### config.mk
export PLATFORM = sky130hd
export DESIGN_NAME = merge_write_buffer
export DESIGN_NICKNAME = d
export VERILOG_FILES = /design/src/rtl/wbuf_pkg.sv /design/src/rtl/wbuf_rst_sync.sv /design/src/rtl/wbuf_ctrl.sv /design/src/rtl/wbuf_match.sv /design/src/rtl/wbuf_store.sv /design/src/rtl/merge_write_buffer.sv
export SDC_FILE = /design/constraint.sdc
export NUM_CORES = 1
export LEC_CHECK = 0
export BUFFER_PORTS_ARGS = -buffer_cell sky130_fd_sc_hd__buf_2
export CAP_MARGIN = 20
export CELL_PAD_IN_SITES_DETAIL_PLACEMENT = 0
export CELL_PAD_IN_SITES_GLOBAL_PLACEMENT = 2
export CORE_ASPECT_RATIO = 1.1
export CORE_UTILIZATION = 35
export CTS_CLUSTER_SIZE = 30
export DETAILED_ROUTE_END_ITERATION = 16
export PLACE_DENSITY_LB_ADDON = 0.1
export SLEW_MARGIN = 0
export SYNTH_ARGS = -nofsm -noshare
export SYNTH_HDL_FRONTEND = slang
export SYNTH_SLANG_ARGS = --single-unit
### constraint.sdc
create_clock -name clk -period 4.55 [get_ports clk]
set_input_delay 0.91 -clock clk [delete_from_list [all_inputs] [get_ports clk]]
set_output_delay 0.91 -clock clk [all_outputs]
set_load 0.01 [all_outputs]
### src/rtl/wbuf_pkg.sv
package wbuf_pkg;

  typedef enum logic [1:0] {
    OP_IDLE  = 2'd0,
    OP_ALLOC = 2'd1,
    OP_MERGE = 2'd2
  } wbuf_op_e;

endpackage

### src/rtl/wbuf_rst_sync.sv
module wbuf_rst_sync (
  input  logic clk,
  input  logic rst_n,
  output logic rst_sync_n
);

  logic stage_q;

  always_ff @(posedge clk or negedge rst_n) begin
    if (!rst_n) begin
      stage_q    <= 1'b0;
      rst_sync_n <= 1'b0;
    end else begin
      stage_q    <= 1'b1;
      rst_sync_n <= stage_q;
    end
  end

endmodule

### src/rtl/wbuf_ctrl.sv
module wbuf_ctrl #(
  parameter int N     = 4,
  parameter int PTR_W = 2
) (
  input  logic             clk,
  input  logic             rst_n,
  input  logic             wr_valid,
  input  logic             hit,
  input  logic             mem_ready,
  output logic [N-1:0]     occ,
  output logic [N-1:0]     mergeable,
  output logic [PTR_W-1:0] head,
  output logic [PTR_W-1:0] tail,
  output logic             mem_valid,
  output logic             alloc,
  output logic             wr_stall
);

  localparam logic [PTR_W-1:0] LAST = PTR_W'(N - 1);

  logic [N-1:0]     occ_q, occ_d;
  logic [PTR_W-1:0] head_q, head_d, tail_q, tail_d;
  logic             full, drain;
  logic [N-1:0]     head_1h;

  always_comb begin
    full      = &occ_q;
    mem_valid = occ_q[head_q];
    drain     = mem_valid & mem_ready;
    alloc     = wr_valid & ~hit & (~full | drain);
    wr_stall  = wr_valid & ~hit & full & ~drain;

    head_1h   = '0;
    head_1h[head_q] = 1'b1;
    mergeable = occ_q & ~head_1h;

    occ_d = occ_q;
    if (drain) occ_d[head_q] = 1'b0;
    if (alloc) occ_d[tail_q] = 1'b1;

    head_d = head_q;
    if (drain) head_d = (head_q == LAST) ? '0 : head_q + 1'b1;
    tail_d = tail_q;
    if (alloc) tail_d = (tail_q == LAST) ? '0 : tail_q + 1'b1;
  end

  always_ff @(posedge clk or negedge rst_n) begin
    if (!rst_n) begin
      occ_q  <= '0;
      head_q <= '0;
      tail_q <= '0;
    end else begin
      occ_q  <= occ_d;
      if (drain) head_q <= head_d;
      if (alloc) tail_q <= tail_d;
    end
  end

  assign occ  = occ_q;
  assign head = head_q;
  assign tail = tail_q;

endmodule

### src/rtl/wbuf_match.sv
module wbuf_match #(
  parameter int N      = 4,
  parameter int ADDR_W = 28,
  parameter int PTR_W  = 2
) (
  input  logic [N-1:0]             mergeable,
  input  logic [N-1:0][ADDR_W-1:0] entry_addr,
  input  logic [ADDR_W-1:0]        wr_addr,
  output logic [N-1:0]             cand,
  output logic                     hit,
  output logic [PTR_W-1:0]         hit_idx
);

  for (genvar i = 0; i < N; i++) begin : g_cmp
    assign cand[i] = mergeable[i] && (entry_addr[i] == wr_addr);
  end

  always_comb begin
    hit     = |cand;
    hit_idx = '0;
    for (int i = N - 1; i >= 0; i--) begin
      if (cand[i]) hit_idx = PTR_W'(i);
    end
  end

endmodule

### src/rtl/wbuf_store.sv
module wbuf_store
  import wbuf_pkg::*;
#(
  parameter int N      = 4,
  parameter int ADDR_W = 28,
  parameter int BYTES  = 8,
  parameter int PTR_W  = 2
) (
  input  logic                     clk,
  input  wbuf_op_e                 op,
  input  logic [PTR_W-1:0]         op_idx,
  input  logic [ADDR_W-1:0]        wr_addr,
  input  logic [BYTES-1:0][7:0]    wr_data,
  input  logic [BYTES-1:0]         wr_be,
  input  logic [PTR_W-1:0]         rd_idx,
  output logic [N-1:0][ADDR_W-1:0] entry_addr,
  output logic [ADDR_W-1:0]        rd_addr,
  output logic [BYTES-1:0][7:0]    rd_data,
  output logic [BYTES-1:0]         rd_be
);

  logic [N-1:0][BYTES-1:0][7:0] data_q;
  logic [N-1:0][BYTES-1:0]      mask_q;
  logic [N-1:0][ADDR_W-1:0]     addr_q;

  for (genvar i = 0; i < N; i++) begin : g_slot
    logic                  sel, do_alloc, do_merge;
    logic [BYTES-1:0][7:0] data_d;
    logic [BYTES-1:0]      mask_d;

    always_comb begin
      sel      = (op_idx == PTR_W'(i));
      do_alloc = sel && (op == OP_ALLOC);
      do_merge = sel && (op == OP_MERGE);
      data_d   = data_q[i];
      for (int b = 0; b < BYTES; b++) begin
        if (do_alloc)                data_d[b] = wr_be[b] ? wr_data[b] : 8'h00;
        else if (do_merge && wr_be[b]) data_d[b] = wr_data[b];
      end
      mask_d = do_alloc ? wr_be : (mask_q[i] | wr_be);
    end

    always_ff @(posedge clk) begin
      if (do_alloc) addr_q[i] <= wr_addr;
      if (do_alloc || do_merge) begin
        data_q[i] <= data_d;
        mask_q[i] <= mask_d;
      end
    end
  end

  assign entry_addr = addr_q;
  assign rd_addr    = addr_q[rd_idx];
  assign rd_data    = data_q[rd_idx];
  assign rd_be      = mask_q[rd_idx];

endmodule

### src/rtl/merge_write_buffer.sv
module merge_write_buffer
  import wbuf_pkg::*;
#(
  parameter int N_ENTRIES = 4,
  parameter int ADDR_W    = 28,
  parameter int BLK_BYTES = 8
) (
  input  logic                   clk,
  input  logic                   rst_n,
  input  logic                   wr_valid,
  input  logic [ADDR_W-1:0]      wr_addr,
  input  logic [8*BLK_BYTES-1:0] wr_data,
  input  logic [BLK_BYTES-1:0]   wr_be,
  output logic                   wr_stall,
  output logic                   mem_valid,
  output logic [ADDR_W-1:0]      mem_addr,
  output logic [8*BLK_BYTES-1:0] mem_data,
  output logic [BLK_BYTES-1:0]   mem_be,
  input  logic                   mem_ready
);

  localparam int PTR_W = (N_ENTRIES > 1) ? $clog2(N_ENTRIES) : 1;

  logic                             rst_sync_n;
  logic [N_ENTRIES-1:0]             occ, mergeable, cand;
  logic [PTR_W-1:0]                 head, tail, hit_idx, op_idx;
  logic                             hit, alloc;
  logic [N_ENTRIES-1:0][ADDR_W-1:0] entry_addr;
  logic [BLK_BYTES-1:0][7:0]        rd_data;
  wbuf_op_e                         op;

  wbuf_rst_sync u_rst (
    .clk        (clk),
    .rst_n      (rst_n),
    .rst_sync_n (rst_sync_n)
  );

  wbuf_ctrl #(.N(N_ENTRIES), .PTR_W(PTR_W)) u_ctrl (
    .clk       (clk),
    .rst_n     (rst_sync_n),
    .wr_valid  (wr_valid),
    .hit       (hit),
    .mem_ready (mem_ready),
    .occ       (occ),
    .mergeable (mergeable),
    .head      (head),
    .tail      (tail),
    .mem_valid (mem_valid),
    .alloc     (alloc),
    .wr_stall  (wr_stall)
  );

  wbuf_match #(.N(N_ENTRIES), .ADDR_W(ADDR_W), .PTR_W(PTR_W)) u_match (
    .mergeable  (mergeable),
    .entry_addr (entry_addr),
    .wr_addr    (wr_addr),
    .cand       (cand),
    .hit        (hit),
    .hit_idx    (hit_idx)
  );

  always_comb begin
    if (wr_valid && hit) begin
      op     = OP_MERGE;
      op_idx = hit_idx;
    end else if (alloc) begin
      op     = OP_ALLOC;
      op_idx = tail;
    end else begin
      op     = OP_IDLE;
      op_idx = tail;
    end
  end

  wbuf_store #(.N(N_ENTRIES), .ADDR_W(ADDR_W), .BYTES(BLK_BYTES), .PTR_W(PTR_W)) u_store (
    .clk        (clk),
    .op         (op),
    .op_idx     (op_idx),
    .wr_addr    (wr_addr),
    .wr_data    (wr_data),
    .wr_be      (wr_be),
    .rd_idx     (head),
    .entry_addr (entry_addr),
    .rd_addr    (mem_addr),
    .rd_data    (rd_data),
    .rd_be      (mem_be)
  );

  assign mem_data = rd_data;

endmodule

-- Word-level counts from Yosys, hierarchy flattened
Index checks and enable logic that the tools add are counted.
W data, S select, Z words.
- output and inout bits: 102
- bits of input ports: 104
- bits in registers: 410
- logic and storage cells: 295
- add/sub/neg operators: 2
- bitwise logic cells: 16
- $lt $le $gt $ge: 4
- multiplexer cells: 99
- equal/unequal tests: 11
- reductions and logical operators: 118
- operators by type and width (cell ; number):
    $mux W8 ; 77
    $bmux W64 S2 ; 1
    $eq A28 B28 Y1 ; 4
    $mux W64 ; 1
    $reduce_and A2 Y1 ; 32
    $reduce_bool A2 Y1 ; 32
    $bmux W28 S2 ; 1
    $logic_and A1 B1 Y1 ; 47
    $or A8 B8 Y8 ; 4
    $mux W28 ; 1
    $bmux W8 S2 ; 1
    $mux W2 ; 8
    $eq A2 B2 Y1 const B ; 5
    $mux W4 ; 2
    $lt A2 B3 Y1 const B ; 2
    $and A1 B1 Y1 ; 5
    $add A2 B1 Y2 const B ; 2
    $and A4 B4 Y4 ; 1
    $demux W1 S2 ; 2
    $eq A2 B1 Y1 const B ; 2
    $ge A2 B1 Y1 const B ; 2
    $logic_or A1 B1 Y1 ; 4
    $mux W1 ; 4
    $not A4 Y4 ; 1
    7 further kinds ; 9

-- Depth between registers and ports, before layout
- depth in word-level cells: 18
- mapped depth: 17
- gate-level depth less buffers: 11

-- Cells and area by module
Synthesis repeated with hierarchy kept, for this count alone.
- cells, all modules: 1168
- area total of the unflattened synthesis: 19179.6 um^2
- by module, submodules not included (module ; area an instance (um^2) ; instances ; sequential area each (um^2) ; cells an instance):
    wbuf_store ; 17172.7 ; 1 ; 12011.5 ; 943
    wbuf_match ; 1381.3 ; 1 ; 0.0 ; 169
    wbuf_ctrl ; 524.3 ; 1 ; 200.2 ; 48
    wbuf_rst_sync ; 53.8 ; 1 ; 50.0 ; 3
    merge_write_buffer ; 47.5 ; 1 ; 0.0 ; 5

-- Worst setup path before layout
Ideal clock, no wire load.
- path type: register -> register
- start: register u_ctrl.head_q[0], in the netlist u_ctrl.head[0]
- end: register u_store.addr_q, in the netlist u_store.entry_addr[0], enable pin
- data required time: 4.167 ns
- period minus slack after synthesis: 4.309 ns
- cell stages (with the launch flop): 16
- setup time: 0.383 ns
- setup slack: 0.241 ns
- path buffers: 5
- arrival: 3.926 ns
- cells stage by stage: dfrtp_1 > clkbuf_1 > buf_1 > buf_1 > clkbuf_1 > inv_1 > ha_1 > nand2b_1 > nor4_1 > nand3_1 > nor3_4 > a31oi_2 > o21ai_4 > nand3_4 > buf_4 > inv_1
- cells in the longest elaborated chain, start to end: 15
- elaborated cells on any way between the ends: 30
- classes of those cells: order compare: 2; eq/ne: 1; mux: 11; bitwise: 7; reduce/logical: 9
- RTL lines (what ; line ; RTL):
    start: declaration ; wbuf_ctrl.sv:22 ; logic [PTR_W-1:0] head_q, head_d, tail_q, tail_d;
    start signal: assignment ; wbuf_ctrl.sv:50 ; head_q <= '0;
    start signal: assignment ; wbuf_ctrl.sv:54 ; if (drain) head_q <= head_d;
    $lt A2 B3 Y1 (not written as such) / $ge A2 B1 Y1 (equally long branches) ; wbuf_ctrl.sv:34 ; head_1h[head_q] = 1'b1;
    $logic_and A1 B1 Y1 (not written as such) ; wbuf_ctrl.sv:34 ;
    $mux W1 (not written as such) ; wbuf_ctrl.sv:34 ;
    $demux W1 S2 ; n/a ;
    $not A4 Y4 ; wbuf_ctrl.sv:35 ; mergeable = occ_q & ~head_1h;
    $and A4 B4 Y4 ; wbuf_ctrl.sv:35 ;
    $logic_and A1 B1 Y1 ; wbuf_match.sv:15 ; assign cand[i] = mergeable[i] && (entry_addr[i] == wr_addr);
    $reduce_or A4 Y1 ; wbuf_match.sv:19 ; hit = |cand;
    $not A1 Y1 ; wbuf_ctrl.sv:30 ; alloc = wr_valid & ~hit & (~full | drain);
    $and A1 B1 Y1 (2 in a row) ; wbuf_ctrl.sv:30 ;
    $mux W1 ; merge_write_buffer.sv:66 ; end else if (alloc) begin
    $mux W2 ; merge_write_buffer.sv:63 ; if (wr_valid && hit) begin
    $eq A2 B1 Y1 ; wbuf_store.sv:33 ; do_alloc = sel && (op == OP_ALLOC);
    $logic_and A1 B1 Y1 (*) ; wbuf_store.sv:33 ;
    end signal: indexed assignment ; wbuf_store.sv:44 ; if (do_alloc) addr_q[i] <= wr_addr;
    end: declaration ; wbuf_store.sv:24 ; logic [N-1:0][ADDR_W-1:0] addr_q;
Every way passes the cells marked *; elsewhere a longest branch is shown, timed or not. The select of a mux whose other input is x is not followed.
A chain may end at the register's enable or synchronous reset.

-- Worst setup path after layout
- start: register u_ctrl.head_q[0], in the netlist u_ctrl.head[0]
- end: output port mem_data[0]
- cells in the longest elaborated chain, start to end: 2
- RTL lines (what ; line ; RTL):
    $bmux W64 S2 ; wbuf_store.sv:54 ; assign rd_data = data_q[rd_idx];
    $mux W64 (not written as such) ; wbuf_store.sv:54 ;
    end: declaration ; merge_write_buffer.sv:17 ; output logic [8*BLK_BYTES-1:0] mem_data,
No other way between the ends. The select of a mux whose other input is x is not followed.

==> results.yml <==
setup_path:
  crit_cells: 4
  path_buf_inv: 3
  crit_family: "buffers and inverters"
  arrival_ns: 3.32
  startpoint_type: "flip-flop"
  worstPathMaxFanout: 47
  required_ns: 3.64
  crit_top_cell: "buf_4"
  path_cells: "buf_4 > buf_4 > mux4_2 > buf_2"
  worstSetupEndpointType: "output pin"
  cpMaxStageDelayCell: "buf_4"
  crit_type: "reg2out"
  reg2regPathDepth: 10
  cp_slowest_stage_delay_ns: 0.87
finish:
  layout-drive-gt1-share_pct: 33.7
  syn2layout_area_growth_pct: 17.9
  nets: 1526
floorplan:
  initial_utilization_pct: 35.5
  die-area_sq_um: 56700
  die_y_um: 250
  row_count: 90
  ios: 206
  core_area_sq_um: 55000
  die_x_um: 227
grt:
  grt.overflow.total: 0
  grt_pass1_wl_um: 80100
  grt_pass1_vias: 11900
  antenna_found_initial: 4
  grt_max_degree: 68
  grt_usage_pct: 19.2
yosys:
  ys_seq_area_share_pct: 62.9
  synth_top_family_by_area: "compound AO/OA/AOI/OAI gates"
  synth_top_area_share_pct: 61.6
  synthFlopType: "edfxtp_1"
  synth_mux_area_share_pct: 11.7
  yosysMostFrequentCell: "edfxtp_1"
  synth_edf_count: 400
  synth_area_leaders: "edfxtp_1 (62%), mux4_2 (12%), o21a_1 (7.4%), xor2_1 (2.9%), a21boi_2 (2.9%)"
  postSynthAreaPerCell_sq_um: 16.5
  synth-simple-area-share_pct: 3.80
  yosysUniqueCellTypes: 48
  synth_compound_area_share_pct: 13.4
  synthTopCellsByCount: "edfxtp_1 (400), o21a_1 (192), mux4_2 (101)"
  ys_seq_elements: 410
  syn_inst: 1181
  syn-num-nets: 1293
  yosys_warnings: 0
  synthAdderAreaFrac_pct: 0.513
  synth-xor-area-share_pct: 4.90
  ys_async_sr_fraction_pct: 2.44
  synth_area_leader_cell: "edfxtp_1"
  netlist_area_sq_um: 19500
routing:
  met2_length_um: 26200
  drc: 0
  met1_length_um: 23900
  wl_per_cell_um: 24.5
  first_pass_iters: 5
  drtIter0Drc: 578
  vias_per_cell: 5.20
  antenna_left: 0
  num_vias: 11400
  routed_wl_um: 53600
  top_layer_used: "met5"
  dr_wl_met3_um: 2520
cts:
  clk_latency_ns: 0.59
  cts_root_buf: "clkbuf_16"
  ctsResizeCount: 0
  ctsHoldBuffers: 0
  htreeDepth: 2
  cts_buffers: 46
  cts_setup_buffers: 0
  cts_tree: "done"
  path_clk_slew_ns: 0.06
  cts_buffer_depth: 3
  cts_num_sinks: 410
worst_hold_path:
  hp-class: "in2async"
pwr:
  p_leak_nw: 7.87
  ir_drop_mv: 0.297
  p_per_area_nw_per_um2: 586
status:
  outcome: "completed"
sta:
  fmax_mhz: 236
  period_needed_ns: 4.23
  skew_ns: 0.0286
  relSlewSlack_pct: 33.2
  hold_violations: 0
  period_share_pct: 93.0
  setup_violations: 0
  whs_ns: 0.121
  worstMarginPinSlew_ns: 1.00
  finalMaxSlewViolations: 0
  tns_ns: 0
  rsz0062_at_grt: "no"
job:
  maxCapViolCount: 0
place:
  port-buffer-count: 205
  dp_hpwl_um: 35700
  gp_congestion: 0.787
metal layers:
layer,GRT usage (%),vias up
li1,-,5140
met1,26.3,5931
met2,31.2,234
met3,3.97,68
met4,4.53,4
met5,0,-
registers in the layout, indices dropped and copies added, names as in the netlist:
register and flops:
u_store.entry_addr 112, u_rst.stage_q 1, u_store.mask_q 32, u_ctrl.tail 2, u_rst.rst_sync_n 1, u_ctrl.occ 4, u_store.data_q 256, u_ctrl.head 2
layout by cell type, fill, tap and decap left out, drive strengths merged, types with 19 or more instances in the layout:
master / n
a21boi: 73
a21o: 32
buf: 267
clkbuf: 61
clkinv: 19
edfxtp: 400
inv: 20
mux4: 101
nand2: 48
nand4: 19
o21a: 192
xnor2: 44
xor2: 65
logic make-up after synthesis:
family / Yosys count
xor+xnor: 109
fa+ha+maj: 8
flops: 410
other cells: 1
simple gates: 128
compound gates: 322
buf+inv: 102
mux: 101
cell type report:
cell class,instances,area [sq um]
fill,5146,32000
sequential,410,12300
multi-input combinational,669,6690
timing repair buffer,267,1630
clock buffer,61,1230
tap,736,921
clock inverter,21,163
inverter,20,77.6
antenna,3,7.51
worst paths after layout:
| path | start | slack (ns) | endpoint |
|---|---|---|---|
| max | u_ctrl.head[0] | 0.32 | mem_data[0] |
| min | rst_n | 0.12 | u_rst.stage_q |
| max reg2reg | u_store.entry_addr[25] | 0.92 | u_store.data_q[47] |
| min reg2reg | u_rst.rst_sync_n | 0.15 | u_ctrl.head[0] |
| max in group asynchronous | u_rst.rst_sync_n | 4.09 | u_ctrl.head[1] |
| min in group clk | u_rst.stage_q | 0.35 | u_rst.rst_sync_n |
through the flow:
stage / instances / utilization [%] / worst slack [ns] / cell area (sq um) / total power [mW]
floorplan: 1181 / - / 0.241 / 19500 / 8.21
global route: 2184 / 41.8 / 0.0295 / 23000 / 14.1
global placement: 2101 / 39.3 / 0.175 / 21600 / 10.1
detailed placement: 2101 / 39.3 / 0.200 / 21600 / 10.2
finish: 2187 / 41.8 / 0.320 / 23000 / 13.5
CTS: 2183 / 41.8 / 0.175 / 23000 / 13.7
report_power, final:
| group | internal [mW] | switching [mW] |
|---|---|---|
| logic | 1.96 | 2.65 |
| clock network | 2.00 | 1.52 |
| registers | 5.03 | 0.301 |
Power figures use the tool's default switching activity.
